### src/rtl/uart_loopback_pkg.sv
package uart_loopback_pkg;
  localparam int CTRL_W   = 16;
  localparam int LBE_BIT  = 7;
  localparam int DTR_BIT  = 10;
  localparam int RTS_BIT  = 11;
  localparam int OUT1_BIT = 12;
  localparam int OUT2_BIT = 13;

  localparam int MS_W   = 4;
  localparam int MS_RI  = 0;
  localparam int MS_CTS = 1;
  localparam int MS_DCD = 2;
  localparam int MS_DSR = 3;

  // Route software modem outputs onto the status flag positions.
  function automatic logic [MS_W-1:0] loop_map(input logic [CTRL_W-1:0] c);
    logic [MS_W-1:0] f;
    f         = '0;
    f[MS_DSR] = c[DTR_BIT];
    f[MS_DCD] = c[OUT1_BIT];
    f[MS_CTS] = c[RTS_BIT];
    f[MS_RI]  = c[OUT2_BIT];
    return f;
  endfunction

  function automatic logic loop_on(input logic [CTRL_W-1:0] c);
    return c[LBE_BIT];
  endfunction
endpackage

### src/rtl/uart_lbk_ctrl_reg.sv
module uart_lbk_ctrl_reg
  import uart_loopback_pkg::*;
(
  input  logic              clk,
  input  logic              rst_n,
  input  logic              ctrl_wr,
  input  logic [CTRL_W-1:0] ctrl_wdata,
  input  logic [MS_W-1:0]   ms_clr,
  output logic              lbk,
  output logic [MS_W-1:0]   loop_flags,
  output logic [MS_W-1:0]   ms_irq,
  output logic              rebuild_evt
);
  logic [CTRL_W-1:0] ctrl_q;
  logic [MS_W-1:0]   irq_q;

  assign rebuild_evt = ctrl_wr && loop_on(ctrl_wdata);

  always_ff @(posedge clk or negedge rst_n) begin
    if (!rst_n) begin
      ctrl_q <= '0;
    end else if (ctrl_wr) begin
      ctrl_q <= ctrl_wdata;
    end
  end

  // A rebuilding write overrides any clear in the same cycle.
  always_ff @(posedge clk or negedge rst_n) begin
    if (!rst_n) begin
      irq_q <= '0;
    end else if (rebuild_evt) begin
      irq_q <= loop_map(ctrl_wdata);
    end else begin
      irq_q <= irq_q & ~ms_clr;
    end
  end

  assign lbk        = loop_on(ctrl_q);
  assign loop_flags = loop_map(ctrl_q);
  assign ms_irq     = irq_q;
endmodule

### src/rtl/uart_lbk_sync.sv
module uart_lbk_sync #(
  parameter int W      = 4,
  parameter int STAGES = 2
) (
  input  logic         clk,
  input  logic         rst_n,
  input  logic [W-1:0] d,
  output logic [W-1:0] q
);
  logic [W-1:0] stg [STAGES];

  for (genvar i = 0; i < STAGES; i++) begin : g_stage
    if (i == 0) begin : g_first
      always_ff @(posedge clk or negedge rst_n) begin
        if (!rst_n) stg[0] <= '0;
        else        stg[0] <= d;
      end
    end else begin : g_next
      always_ff @(posedge clk or negedge rst_n) begin
        if (!rst_n) stg[i] <= '0;
        else        stg[i] <= stg[i-1];
      end
    end
  end

  assign q = stg[STAGES-1];
endmodule

### src/rtl/uart_lbk_push_sel.sv
module uart_lbk_push_sel #(
  parameter int DATA_W = 8
) (
  input  logic              clk,
  input  logic              rst_n,
  input  logic              lbk,
  input  logic              tx_wr,
  input  logic [DATA_W-1:0] tx_data,
  input  logic              rx_line_vld,
  input  logic [DATA_W-1:0] rx_line_data,
  input  logic              brk_ctl,
  input  logic              line_brk,
  output logic              push_vld,
  output logic [DATA_W-1:0] push_data,
  output logic              push_brk,
  output logic              brk_rise
);
  logic              brk_prev;
  logic              nxt_vld;
  logic              nxt_brk;
  logic [DATA_W-1:0] nxt_data;

  assign brk_rise = brk_ctl && !brk_prev;

  always_ff @(posedge clk or negedge rst_n) begin
    if (!rst_n) brk_prev <= 1'b0;
    else        brk_prev <= brk_ctl;
  end

  // Break entries win over characters when both land in one cycle.
  always_comb begin
    nxt_vld  = 1'b0;
    nxt_brk  = 1'b0;
    nxt_data = '0;
    if (lbk) begin
      if (brk_rise) begin
        nxt_vld = 1'b1;
        nxt_brk = 1'b1;
      end else if (tx_wr) begin
        nxt_vld  = 1'b1;
        nxt_data = tx_data;
      end
    end else begin
      if (line_brk) begin
        nxt_vld = 1'b1;
        nxt_brk = 1'b1;
      end else if (rx_line_vld) begin
        nxt_vld  = 1'b1;
        nxt_data = rx_line_data;
      end
    end
  end

  always_ff @(posedge clk or negedge rst_n) begin
    if (!rst_n) begin
      push_vld  <= 1'b0;
      push_brk  <= 1'b0;
      push_data <= '0;
    end else begin
      push_vld  <= nxt_vld;
      push_brk  <= nxt_brk;
      push_data <= nxt_data;
    end
  end
endmodule

### src/rtl/uart_loopback_ctl.sv
module uart_loopback_ctl
  import uart_loopback_pkg::*;
#(
  parameter int DATA_W      = 8,
  parameter int SYNC_STAGES = 2
) (
  input  logic              clk,
  input  logic              rst_n,
  input  logic              ctrl_wr,
  input  logic [CTRL_W-1:0] ctrl_wdata,
  input  logic [MS_W-1:0]   ms_clr,
  input  logic              tx_wr,
  input  logic [DATA_W-1:0] tx_data,
  input  logic              rx_line_vld,
  input  logic [DATA_W-1:0] rx_line_data,
  input  logic              brk_ctl,
  input  logic              line_brk,
  input  logic [MS_W-1:0]   modem_pins,
  output logic              push_vld,
  output logic [DATA_W-1:0] push_data,
  output logic              push_brk,
  output logic [MS_W-1:0]   mdm_flags,
  output logic [MS_W-1:0]   ms_irq
);
  logic            lbk_w;
  logic            brk_rise_w;
  logic            rebuild_w;
  logic [MS_W-1:0] loop_flags_w;
  logic [MS_W-1:0] pins_sync_w;

  uart_lbk_ctrl_reg u_ctrl (
    .clk        (clk),
    .rst_n      (rst_n),
    .ctrl_wr    (ctrl_wr),
    .ctrl_wdata (ctrl_wdata),
    .ms_clr     (ms_clr),
    .lbk        (lbk_w),
    .loop_flags (loop_flags_w),
    .ms_irq     (ms_irq),
    .rebuild_evt(rebuild_w)
  );

  uart_lbk_sync #(.W(MS_W), .STAGES(SYNC_STAGES)) u_sync (
    .clk  (clk),
    .rst_n(rst_n),
    .d    (modem_pins),
    .q    (pins_sync_w)
  );

  uart_lbk_push_sel #(.DATA_W(DATA_W)) u_push (
    .clk         (clk),
    .rst_n       (rst_n),
    .lbk         (lbk_w),
    .tx_wr       (tx_wr),
    .tx_data     (tx_data),
    .rx_line_vld (rx_line_vld),
    .rx_line_data(rx_line_data),
    .brk_ctl     (brk_ctl),
    .line_brk    (line_brk),
    .push_vld    (push_vld),
    .push_data   (push_data),
    .push_brk    (push_brk),
    .brk_rise    (brk_rise_w)
  );

  assign mdm_flags = lbk_w ? loop_flags_w : pins_sync_w;
endmodule

### config.mk
export PLATFORM = sky130hd
export DESIGN_NAME = uart_loopback_ctl
export DESIGN_NICKNAME = d
export VERILOG_FILES = /design/src/rtl/uart_loopback_pkg.sv /design/src/rtl/uart_lbk_ctrl_reg.sv /design/src/rtl/uart_lbk_sync.sv /design/src/rtl/uart_lbk_push_sel.sv /design/src/rtl/uart_loopback_ctl.sv
export SDC_FILE = /design/constraint.sdc
export NUM_CORES = 1
export LEC_CHECK = 0
export CORE_MARGIN = 8
export CORE_UTILIZATION = 38
export CTS_CLUSTER_DIAMETER = 120
export DETAILED_ROUTE_END_ITERATION = 16
export PLACE_DENSITY_LB_ADDON = 0.15
export SYNTH_ARGS = -nofsm -noshare
export SYNTH_HDL_FRONTEND = slang
export SYNTH_SLANG_ARGS = --single-unit
### constraint.sdc
create_clock -name clk -period 3.4 [get_ports clk]
set_input_delay 0.51 -clock clk [delete_from_list [all_inputs] [get_ports clk]]
set_output_delay 0.51 -clock clk [all_outputs]
set_load 0.01 [all_outputs]
==> run_results.csv <==
group,metric,value,unit
routing,vias,739,
setup_path,crit_required,2.89,ns
clock_tree,root_buffer,"clkbuf_4",
grt,grt_pass1_vias,859,
grt,met2_usage,19.7,%
setup_path,slowest_stage,"dfrtp_1",
setup_path,critPathMaxStageDelay,0.59,ns
routing,drt-initial-drc-count,17,
run_status,status,"completed",
sta,fin_skew,0.00216,ns
sta,fin_crit,2.29,ns
synth,synth_top_family_by_area,"compound AO/OA/AOI/OAI gates",
synth,netlist_area,1050,um2
sta,slew_headroom,73.5,%
routing,drt-total-wl,2430,um
clock_tree,ctsLongestPathBuffers,2,
clock_tree,cts-resized-gates,0,
setup_path,critPathKind,"reg -> out",
sta,fmax,437,MHz
cells_and_area,area_delta_synth_final,57.0,%
cells_and_area,n_antenna_cell,0,
die,num_io_pins,65,
clock_tree,clk_latency,0.32,ns
die,core_area,2690,um2
sta,setup_tns,0,ns
grt,use_met1,11.9,%
grt,grt_usage,11.0,%
cells_and_area,post-route-util,61.3,%
setup_path,end_kind,"primary output",
synth,synth_seq_area_share,66.8,%
power,p_total,0.000710,W
setup_path,critPathTopFamily,"flip-flops",
power,p_per_area,431,nW/um2
setup_path,arrival,1.78,ns
routing,avgRoutedWirePerCell,15.7,um
synth,synth_compound_area_share,11.6,%
sta,tightestPinTransition,0.397,ns
clock_tree,postCtsSetupBuffers,0,
cells_and_area,layout-drive-gt1-share,12.9,%
synth,synth-seq-cells,28,
clock_tree,clk_pin_slew_worst_paths,0.14,ns
die,placement_rows,19,
setup_path,cp-start-kind,"flop",
synth,yosysTopAreaCellShare,66.8,%
synth,yosysMostFrequentCell,"dfrtp_1",
synth,synthAdderAreaFrac,0,%
grt,grt_pass1_wl,3890,um
placement,dp_hpwl,1950,um
synth,synth_ff_type,"dfrtp_1",
grt,grt_overflow_total,0,
power,p_leak,0.685,nW
sta,setup_viol,0,
die,die-area,4700,um2
cells_and_area,final_area,1650,um2
synth,ys_types,17,
sta,timing.final.crit_share,67.4,%
synth,synthCells,70,
routing,vias_per_cell,4.77,
synth,synth-xor-area-share,0,%
power,peakVddDrop,275,uV
clock_tree,cts_tree,"done",
die,start_util,39.0,%
synth,syn-num-nets,117,
routing,drc,0,
die,die_h,68.5,um
clock_tree,h-tree-depth,1,
grt,grt_busiest_layer,"met2",
synth,ys_top_cells_by_area,"dfrtp_1 67%, mux2_2 8.6%, a32o_1 6.7%",
clock_tree,cts_buffers,3,
sta,fin_hold_ws,0.364,ns
synth,synth_edf_count,0,
die,fp.dieW,68.5,um
synth,async_flop_share,100,%
grt,antenna_found_initial,0,
grt,grt_start_max_net_pins,29,
synth,yosys_warnings,0,
grt,grt_use_met3,3.55,%
sta,grt_setup_unrepaired,"false",
synth,synthMuxAreaShare,9.55,%
routing,firstDrtPassIters,3,
cells_and_area,nets,172,
synth,yosysTopAreaCell,"dfrtp_1",
placement,placed_area,1590,um2
worst_hold_path,hp-class,"reg -> reg",
synth,synth_commonest_cells,"28 x dfrtp_1, 8 x mux2_2, 7 x a32o_1",
clock_tree,cts.sinks,28,
synth,synth-simple-area-share,8.71,%
setup_path,path_cells,"mux2_2 -> clkdlybuf4s50_1",
placement,portBuffers,53,
setup_path,path_buf_inv,1,
synth,syn_area_per_cell,15.0,um2
sta,hold_viol_final,0,
sta,drv_slew,0,
run,drv_cap,0,
placement,gp_congestion,0.768,
setup_path,worstPathMaxFanout,9,
clock_tree,hold_buffers,0,
routing,ant_nets,0,
cells_and_area,fillers,233,
-- per-stage QoR --
stage	instances	setup slack [ns]
2_1_floorplan	70	2.08
3_5_place_dp	151	1.46
6_report	155	1.11
4_1_cts	155	1.08
5_1_grt	155	1.00
3_3_place_gp	151	1.47
-- power breakdown --
group	total, W	internal (W)	switching (W)
clock network	0.000211	0.000119	0.0000921
logic	0.000132	0.0000867	0.0000453
registers	0.000366	0.000356	0.0000108
total	0.000710	0.000562	0.000148
-- registers in the layout, summed over array words and instances (netlist names) --
name	cells
u_push.push_data	8
u_ctrl.ctrl_q	5
u_ctrl.ms_irq	4
u_sync.q	4
u_sync.stg	4
u_push.brk_prev	1
u_push.push_brk	1
u_push.push_vld	1
-- layer usage --
metal	up-vias	wire length [um]	part of all wire (%)
met5	-	0	0
met4	0	12	0.49
met3	2	178	7.3
met2	19	1370	56
met1	360	870	36
li1	358	-	-
-- layout by cell type, fill, tap and decap left out, drive strengths merged --
| cell | Yosys | routed |
|---|---|---|
| a32o | 8 | 8 |
| and2 | 2 | 2 |
| buf | 3 | 1 |
| bufinv | 0 | 1 |
| clkbuf | 1 | 3 |
| clkdlybuf4s50 | 0 | 53 |
| dfrtp | 28 | 28 |
| inv | 1 | 1 |
| mux2 | 8 | 8 |
| mux2i | 1 | 1 |
| nand2b | 6 | 6 |
| nand3 | 4 | 4 |
| nor3b | 1 | 1 |
| o211ai | 1 | 1 |
| o21ai | 5 | 5 |
| o21bai | 1 | 1 |
-- final cells by class --
| type | instances | area, um2 | area share, % |
|---|---|---|---|
| Sequential cell | 28 | 701 | 42.6 |
| Inverter | 1 | 3.75 | 0.228 |
| Multi-Input combinational cell | 37 | 313 | 19.0 |
| Tap cell | 31 | 38.8 | 2.36 |
| Timing Repair Buffer | 54 | 538 | 32.7 |
| Clock inverter | 1 | 30.0 | 1.82 |
| Clock buffer | 3 | 22.5 | 1.37 |
-- kinds of logic after synthesis --
group,Yosys count
AND/OR/NAND/NOR,13
buffers and inverters,5
flip-flops,28
AO/OA/AOI/OAI,15
multiplexers,9
-- path summary, 6_finish.rpt --
path	startpoint	endpoint	slack, ns	cells past startpoint
setup / recovery	u_ctrl.ctrl_q[7]$_DFFE_PN0P_	mdm_flags[0]	1.11	2
max in group asynchronous	rst_n	u_push.push_brk$_DFF_PN0_	2.61	2
min in group asynchronous	rst_n	u_sync.stg[5]$_DFF_PN0_	0.54	2
hold reg to reg	u_sync.stg[5]$_DFF_PN0_	u_sync.q[1]$_DFF_PN0_	0.36	0
setup reg to reg	u_ctrl.ctrl_q[7]$_DFFE_PN0P_	u_push.push_data[0]$_DFF_PN0_	2.17	2
hold / removal	u_sync.stg[5]$_DFF_PN0_	u_sync.q[1]$_DFF_PN0_	0.36	0
(Power assumes the default switching activity.)
